**config.mk**
```make
export PLATFORM = sky130hd
export DESIGN_NAME = dual_bridge_gate_gen
export DESIGN_NICKNAME = d
export VERILOG_FILES = /design/src/rtl/dbg_pkg.sv /design/src/rtl/dbg_cfg_latch.sv /design/src/rtl/dbg_period_cnt.sv /design/src/rtl/dbg_leg.sv /design/src/rtl/dual_bridge_gate_gen.sv
export SDC_FILE = /design/constraint.sdc
export NUM_CORES = 1
export LEC_CHECK = 0
export BUFFER_PORTS_ARGS = -buffer_cell sky130_fd_sc_hd__buf_2
export CORE_ASPECT_RATIO = 1.4
export CORE_UTILIZATION = 30
export DETAILED_ROUTE_END_ITERATION = 12
export PLACE_DENSITY = 0.49
export SYNTH_ARGS = -nofsm -noshare
export SYNTH_HDL_FRONTEND = slang
export SYNTH_SLANG_ARGS = --single-unit
```
**constraint.sdc**
```tcl
create_clock -name clk -period 43.6 [get_ports clk]
set_input_delay 6.54 -clock clk [delete_from_list [all_inputs] [get_ports clk]]
set_output_delay 6.54 -clock clk [all_outputs]
set_load 0.02 [all_outputs]
```
**src/rtl/dbg_pkg.sv**
```systemverilog
package dbg_pkg;
  localparam int TICK_W   = 16;
  localparam int NUM_LEGS = 3;
  typedef logic [TICK_W-1:0] tick_t;
  typedef struct packed {
    tick_t per;
    tick_t half;
    tick_t third;
    tick_t duty;
    tick_t doff;
    tick_t dead;
    logic  sync_rect;
  } cfg_t;

  function automatic tick_t tmin(input tick_t a, input tick_t b);
    return (a < b) ? a : b;
  endfunction

  function automatic tick_t tmax(input tick_t a, input tick_t b);
    return (a > b) ? a : b;
  endfunction
endpackage

```
**src/rtl/dbg_cfg_latch.sv**
```systemverilog
module dbg_cfg_latch
  import dbg_pkg::*;
#(
  parameter int MIN_PERIOD = 6
) (
  input  logic  clk,
  input  logic  rst,
  input  logic  load,
  input  tick_t period_i,
  input  tick_t duty_i,
  input  tick_t doff_i,
  input  tick_t dead_i,
  input  logic  sync_rect_i,
  output cfg_t  cfg_o
);
  localparam tick_t MIN_PER = tick_t'(MIN_PERIOD);

  tick_t per_c, half_c, third_c, sixth_c, dmax_c, duty_c, room_c, doff_c;
  cfg_t  cfg_q;

  // Clamp chain: period floor, then on-time floor/ceiling, then freewheel room.
  always_comb begin
    per_c   = tmax(period_i, MIN_PER);
    half_c  = per_c >> 1;
    third_c = per_c / tick_t'(3);
    sixth_c = per_c / tick_t'(6);
    dmax_c  = (dead_i >= half_c) ? '0 : half_c - dead_i;
    duty_c  = tmin(tmax(duty_i, sixth_c), dmax_c);
    room_c  = ((dead_i + duty_c) >= half_c) ? '0 : half_c - dead_i - duty_c;
    doff_c  = tmin(doff_i, room_c);
  end

  always_ff @(posedge clk) begin
    if (rst) begin
      cfg_q     <= '0;
      cfg_q.per <= MIN_PER;
    end else if (load) begin
      cfg_q.per       <= per_c;
      cfg_q.half      <= half_c;
      cfg_q.third     <= third_c;
      cfg_q.duty      <= duty_c;
      cfg_q.doff      <= doff_c;
      cfg_q.dead      <= dead_i;
      cfg_q.sync_rect <= sync_rect_i;
    end
  end

  assign cfg_o = cfg_q;

  // latched on-time leaves at least the dead time before the half period
  a_r4_dead_room: assert property (@(posedge clk) disable iff (rst)
    (cfg_q.duty == '0) ||
    (({1'b0, cfg_q.duty} + {1'b0, cfg_q.dead}) <= {1'b0, cfg_q.half}));

  // held secondary pulse plus dead time fits inside the half period
  a_r7_doff_room: assert property (@(posedge clk) disable iff (rst)
    (cfg_q.doff == '0) ||
    (({2'b0, cfg_q.duty} + {2'b0, cfg_q.doff} + {2'b0, cfg_q.dead}) <= {2'b0, cfg_q.half}));

  // on-time never below a sixth of the period unless the dead-time ceiling binds
  a_r3_duty_floor: assert property (@(posedge clk) disable iff (rst)
    (cfg_q.duty >= (cfg_q.per / tick_t'(6))) ||
    (({1'b0, cfg_q.duty} + {1'b0, cfg_q.dead}) >= {1'b0, cfg_q.half}));
endmodule

```
**src/rtl/dbg_period_cnt.sv**
```systemverilog
module dbg_period_cnt
  import dbg_pkg::*;
(
  input  logic  clk,
  input  logic  rst,
  input  logic  run,
  input  tick_t per,
  output tick_t cnt_o,
  output logic  wrap_o
);
  tick_t cnt_q;

  assign wrap_o = run && (cnt_q == per - tick_t'(1));

  always_ff @(posedge clk) begin
    if (rst || !run)  cnt_q <= '0;
    else if (wrap_o)  cnt_q <= '0;
    else              cnt_q <= cnt_q + tick_t'(1);
  end

  assign cnt_o = cnt_q;

  // tick stays inside the latched period
  a_r1_cnt_range: assert property (@(posedge clk) disable iff (rst)
    cnt_q < per);

  // idle counter restarts from tick 0
  a_r9_cnt_restart: assert property (@(posedge clk) disable iff (rst)
    !run |=> (cnt_q == '0));
endmodule

```
**src/rtl/dbg_leg.sv**
```systemverilog
module dbg_leg
  import dbg_pkg::*;
(
  input  tick_t cnt_i,
  input  tick_t off_i,
  input  tick_t per_i,
  input  tick_t half_i,
  input  tick_t duty_i,
  input  tick_t doff_i,
  input  tick_t dead_i,
  input  logic  sync_rect_i,
  output logic  pri_hi_o,
  output logic  pri_lo_o,
  output logic  sec_hi_o,
  output logic  sec_lo_o
);
  tick_t rel;
  tick_t lo_end;
  logic  hi_main, lo_main, hi_hold, lo_hold, fw_lo, fw_hi;

  always_comb begin
    rel     = (cnt_i >= off_i) ? cnt_i - off_i : cnt_i + (per_i - off_i);
    lo_end  = half_i + duty_i;
    hi_main = rel < duty_i;
    lo_main = (rel >= half_i) && (rel < lo_end);
    // Secondary keeps conducting through the freewheel interval.
    hi_hold = sync_rect_i && (rel >= duty_i) && (rel < duty_i + doff_i);
    lo_hold = sync_rect_i && (rel >= lo_end) && (rel < lo_end + doff_i);
    // Opposite primary switch takes the freewheel current after the dead gap.
    fw_lo   = sync_rect_i && (rel >= duty_i + dead_i) && (rel < duty_i + doff_i);
    fw_hi   = sync_rect_i && (rel >= lo_end + dead_i) && (rel < lo_end + doff_i);
  end

  assign pri_hi_o = hi_main | fw_hi;
  assign pri_lo_o = lo_main | fw_lo;
  assign sec_hi_o = hi_main | hi_hold;
  assign sec_lo_o = lo_main | lo_hold;
endmodule

```
**src/rtl/dual_bridge_gate_gen.sv**
```systemverilog
module dual_bridge_gate_gen
  import dbg_pkg::*;
#(
  parameter int MIN_PERIOD = 6
) (
  input  logic                clk,
  input  logic                rst,
  input  logic                en_i,
  input  logic [TICK_W-1:0]   period_i,
  input  logic [TICK_W-1:0]   duty_i,
  input  logic [TICK_W-1:0]   doff_i,
  input  logic [TICK_W-1:0]   dead_i,
  input  logic                sync_rect_i,
  output logic [NUM_LEGS-1:0] pri_hi_o,
  output logic [NUM_LEGS-1:0] pri_lo_o,
  output logic [NUM_LEGS-1:0] sec_hi_o,
  output logic [NUM_LEGS-1:0] sec_lo_o
);
  cfg_t  cfg_q;
  tick_t cnt;
  logic  wrap;
  logic  load;
  logic [NUM_LEGS-1:0] pri_hi_c, pri_lo_c, sec_hi_c, sec_lo_c;

  assign load = !en_i || wrap;

  dbg_cfg_latch #(.MIN_PERIOD(MIN_PERIOD)) u_cfg (
    .clk         (clk),
    .rst         (rst),
    .load        (load),
    .period_i    (period_i),
    .duty_i      (duty_i),
    .doff_i      (doff_i),
    .dead_i      (dead_i),
    .sync_rect_i (sync_rect_i),
    .cfg_o       (cfg_q)
  );

  dbg_period_cnt u_cnt (
    .clk    (clk),
    .rst    (rst),
    .run    (en_i),
    .per    (cfg_q.per),
    .cnt_o  (cnt),
    .wrap_o (wrap)
  );

  for (genvar k = 0; k < NUM_LEGS; k++) begin : g_leg
    tick_t off_k;
    assign off_k = tick_t'(k) * cfg_q.third;

    dbg_leg u_leg (
      .cnt_i       (cnt),
      .off_i       (off_k),
      .per_i       (cfg_q.per),
      .half_i      (cfg_q.half),
      .duty_i      (cfg_q.duty),
      .doff_i      (cfg_q.doff),
      .dead_i      (cfg_q.dead),
      .sync_rect_i (cfg_q.sync_rect),
      .pri_hi_o    (pri_hi_c[k]),
      .pri_lo_o    (pri_lo_c[k]),
      .sec_hi_o    (sec_hi_c[k]),
      .sec_lo_o    (sec_lo_c[k])
    );
  end

  always_ff @(posedge clk) begin
    if (rst || !en_i) begin
      pri_hi_o <= '0;
      pri_lo_o <= '0;
      sec_hi_o <= '0;
      sec_lo_o <= '0;
    end else begin
      pri_hi_o <= pri_hi_c;
      pri_lo_o <= pri_lo_c;
      sec_hi_o <= sec_hi_c;
      sec_lo_o <= sec_lo_c;
    end
  end

  // no leg has both switches on, on either bridge
  a_r4_no_shoot_pri: assert property (@(posedge clk) disable iff (rst)
    (pri_hi_o & pri_lo_o) == '0);
  a_r4_no_shoot_sec: assert property (@(posedge clk) disable iff (rst)
    (sec_hi_o & sec_lo_o) == '0);

  // gates fall on the edge after enable drops
  a_r9_idle_low: assert property (@(posedge clk) disable iff (rst)
    !en_i |=> ((pri_hi_o | pri_lo_o | sec_hi_o | sec_lo_o) == '0));

  // bridges match when rectification mode is off
  a_r2_in_phase: assert property (@(posedge clk) disable iff (rst)
    !cfg_q.sync_rect |-> ((pri_hi_c == sec_hi_c) && (pri_lo_c == sec_lo_c)));

  // a forced primary lower pulse only occurs while the secondary upper is held
  a_r6_fw_within_hold: assert property (@(posedge clk) disable iff (rst)
    (pri_lo_c & ~sec_lo_c & ~sec_hi_c) == '0);

  // reset clears the outputs
  a_r10_reset_low: assert property (@(posedge clk)
    rst |=> ((pri_hi_o | pri_lo_o | sec_hi_o | sec_lo_o) == '0));
endmodule

```
==> flow_summary_export.csv <==
group,metric,value,unit
job,maxCapViolCount,0,
cells_and_area,layout_commonest_cell,"ha_1",
worst_setup_path,cp_max_fo,29,
worst_setup_path,cp-end-kind,"register",
cells_and_area,area_growth,8.31,%
sta,setup-tns-final,0,ns
cts,cts-htree-levels,3,
yosys,yosysWarnings,0,
yosys,syn_area_per_cell,7.86,µm²
yosys,synth_edf_count,0,
drt,wl_per_cell,21.8,µm
power,seq_power_share,0.123,
sta,drv_slew,0,
grt,grt_pass1_wl,133,mm
yosys,async_reset_ff_frac,0,
sta,hold_violations,0,
drt,drtIter0Drc,983,
floorplanning,die_area,78900,µm²
placement,place_ws,20.39,ns
worst_setup_path,cp.arrival,23.26,ns
cts,clk_latency,0.42,ns
power,p_clk_frac,0.092,
sta,setup_violations,0,
worst_setup_path,worst-setup-path-type,"input port to register",
worst_setup_path,required,43.93,ns
worst_hold_path,hold_path.class,"register to register",
grt,grt_pass1_vias,21600,
power,p_sw_frac,0.531,
sta,clock_skew,0.0244,ns
sta,fin_ws,20.67,ns
yosys,synth-seq-cells,110,
drt,dr.pass1.iters,5,
floorplanning,fp.dieH,332,µm
cts,cts_resized,0,
power,cellInternalPower,473,µW
placement,dpl.hpwl,75.4,mm
placement,routabilityCongestion,0.943,
power,leakage,12.6,nW
worst_setup_path,crit_top_cell,"a21o_1",
cts,cts_tree,"built",
power,vdd_drop_max,0.0252,mV
grt,grt_use_total,0.225,
sta,rsz0062_at_grt,"no",
grt,grt_max_degree,75,
power,powerDensity,39.9,nW/µm²
worst_setup_path,start_kind,"input port",
sta,clock.fmax,43.6,MHz
drt,drc,0,
yosys,syn_area,23300,µm²
cts,cts_setup_buffers,0,
yosys,synth_cells,2970,
cts,cts.sink_count,110,
cts,cts_hold_buffers,0,
yosys,synthFlopType,"dfxtp_1",
cts,clk_path_buf_depth,2,
drt,num_vias,21100,
floorplanning,rows,120,
cells_and_area,layout_common_cells,"572 x ha_1, 328 x inv_1, 249 x a21oi_1",
cells_and_area,antenna_cells,0,
sta,fin_crit_sh,0.526,
power,comb_power_share,0.786,
cells_and_area,layout-drive-gt1-share,0.0657,
drt,ant_nets,0,
worst_setup_path,cpMaxStageDelayCell,"or3_1",
power,switchingPower,535,µW
grt,antenna_found_initial,1,
grt,grt-ovfl-total,0,
cts,cts-root-buf,"clkbuf_16",
outcome,outcome,"finished clean",
floorplanning,start_util,0.304,
cells_and_area,layout.nets,3689,
sta,relSlewSlack,0.181,
sta,worst_pin_slew,1.23,ns
placement,placement.io_buffers,79,
yosys,synth_nets,3649,
yosys,yosysUniqueCellTypes,93,
cts,cts_buffers,9,
yosys,yosysSeqAreaShare,0.0944,
drt,vias_per_cell,5.22,
worst_setup_path,cp_slowest_stage_delay,0.58,ns
floorplanning,coreArea,76700,µm²
cts,path_clk_slew,0.09,ns
drt,wl,88.5,mm
sta,min_period,22.93,ns
floorplanning,ios,80,
floorplanning,die_w,238,µm
power by group through the flow:
stage / Sequential [mW] / Combinational (mW) / Clock (mW)
finish: 0.124 / 0.793 / 0.0926
global placement: 0.126 / 0.783 / 0
CTS: 0.124 / 0.792 / 0.0949
global route: 0.125 / 0.889 / 0.0982
detailed placement: 0.126 / 0.788 / 0
floorplan: 0.121 / 0.545 / 0
sequential cells by signal (all words and copies together) (netlist names):
| register | cells |
|---|---|
| sec_hi_o | 3 |
| u_cnt.cnt_o | 16 |
| u_cfg.cfg_o | 82 |
| pri_lo_o | 3 |
| sec_lo_o | 3 |
| pri_hi_o | 3 |
cell usage after synthesis, drive strengths merged, types with 36 or more instances:
| library cell | instances | area, µm² |
|---|---|---|
| a211oi | 51 | 443 |
| a21o | 191 | 1430 |
| a21oi | 250 | 1250 |
| clkbuf | 67 | 251 |
| dfxtp | 110 | 2200 |
| fa | 39 | 781 |
| ha | 572 | 7160 |
| inv | 328 | 1230 |
| mux2i | 36 | 360 |
| nand2 | 128 | 480 |
| nand2b | 60 | 375 |
| nand3 | 47 | 235 |
| nand4 | 41 | 257 |
| nor2 | 247 | 937 |
| nor2b | 61 | 384 |
| o21a | 63 | 480 |
| o21ai | 163 | 820 |
| o21bai | 49 | 368 |
| xnor2 | 140 | 1230 |
| xor2 | 48 | 439 |
kinds of logic (layout without fill, tap and decap cells):
| logic type | Yosys count | count (layout) | synth area share |
|---|---|---|---|
| flops | 110 | 110 | 0.0944 |
| simple gates | 691 | 691 | 0.145 |
| buf+inv | 423 | 468 | 0.0715 |
| fa+ha+maj | 613 | 613 | 0.341 |
| mux | 39 | 39 | 0.0169 |
| xor+xnor | 188 | 188 | 0.0714 |
| compound gates | 906 | 906 | 0.260 |
per-stage QoR:
step / util / total power [mW] / hold slack [ns] / area [µm²] / instances
after detailed placement: 0.325 / 0.914 / 0.529 / 25000 / 4036
after global placement: 0.325 / 0.909 / 0.529 / 25000 / 4036
after CTS: 0.329 / 1.01 / 0.540 / 25300 / 4052
final: 0.329 / 1.01 / 0.535 / 25300 / 4052
after floorplan: - / 0.666 / 0.477 / 23300 / 2970
after global routing: 0.329 / 1.11 / 0.586 / 25300 / 4052
worst max-delay path, delay by kind of cell:
family          cells  cell delay (ns)
compound gates     44             9.32
simple gates       18             3.99
buf+inv             8             1.19
fa+ha+maj           7             1.97
mux                 1             0.23
routing by layer:
layer | global-route usage | vias to the layer above | routed length [µm]
met5 | 0 | - | 11
met4 | 0.135 | 2 | 5580
met3 | 0.0160 | 172 | 1710
met2 | 0.420 | 370 | 45400
met1 | 0.247 | 9939 | 35800
li1 | - | 10700 | -
final cells by class:
| class | instances | area [µm²] |
|---|---|---|
| fillers | 8277 | 51400 |
| multi-input cells | 2437 | 19500 |
| flip-flops and latches | 110 | 2200 |
| well taps | 1037 | 1300 |
| inverters | 332 | 1250 |
| repair buffers | 120 | 706 |
| clock buffers | 9 | 225 |
| clock inverters | 7 | 86.3 |
path summary, 6_finish.rpt:
| check | startpoint | end | slack (ns) | cells past startpoint |
|---|---|---|---|---|
| max | period_i[13] | u_cfg.cfg_o[21]$_SDFFE_PP0P_ | 20.67 | 78 |
| min | u_cfg.cfg_o[82]$_SDFFE_PP1P_ | u_cfg.cfg_o[82]$_SDFFE_PP1P_ | 0.53 | 2 |
| max reg2reg | u_cfg.cfg_o[50]$_SDFFE_PP0P_ | sec_lo_o[2]$_SDFF_PP0_ | 34.90 | 35 |
| min reg2reg | u_cfg.cfg_o[82]$_SDFFE_PP1P_ | u_cfg.cfg_o[82]$_SDFFE_PP1P_ | 0.53 | 2 |
(Power assumes the default switching activity.)
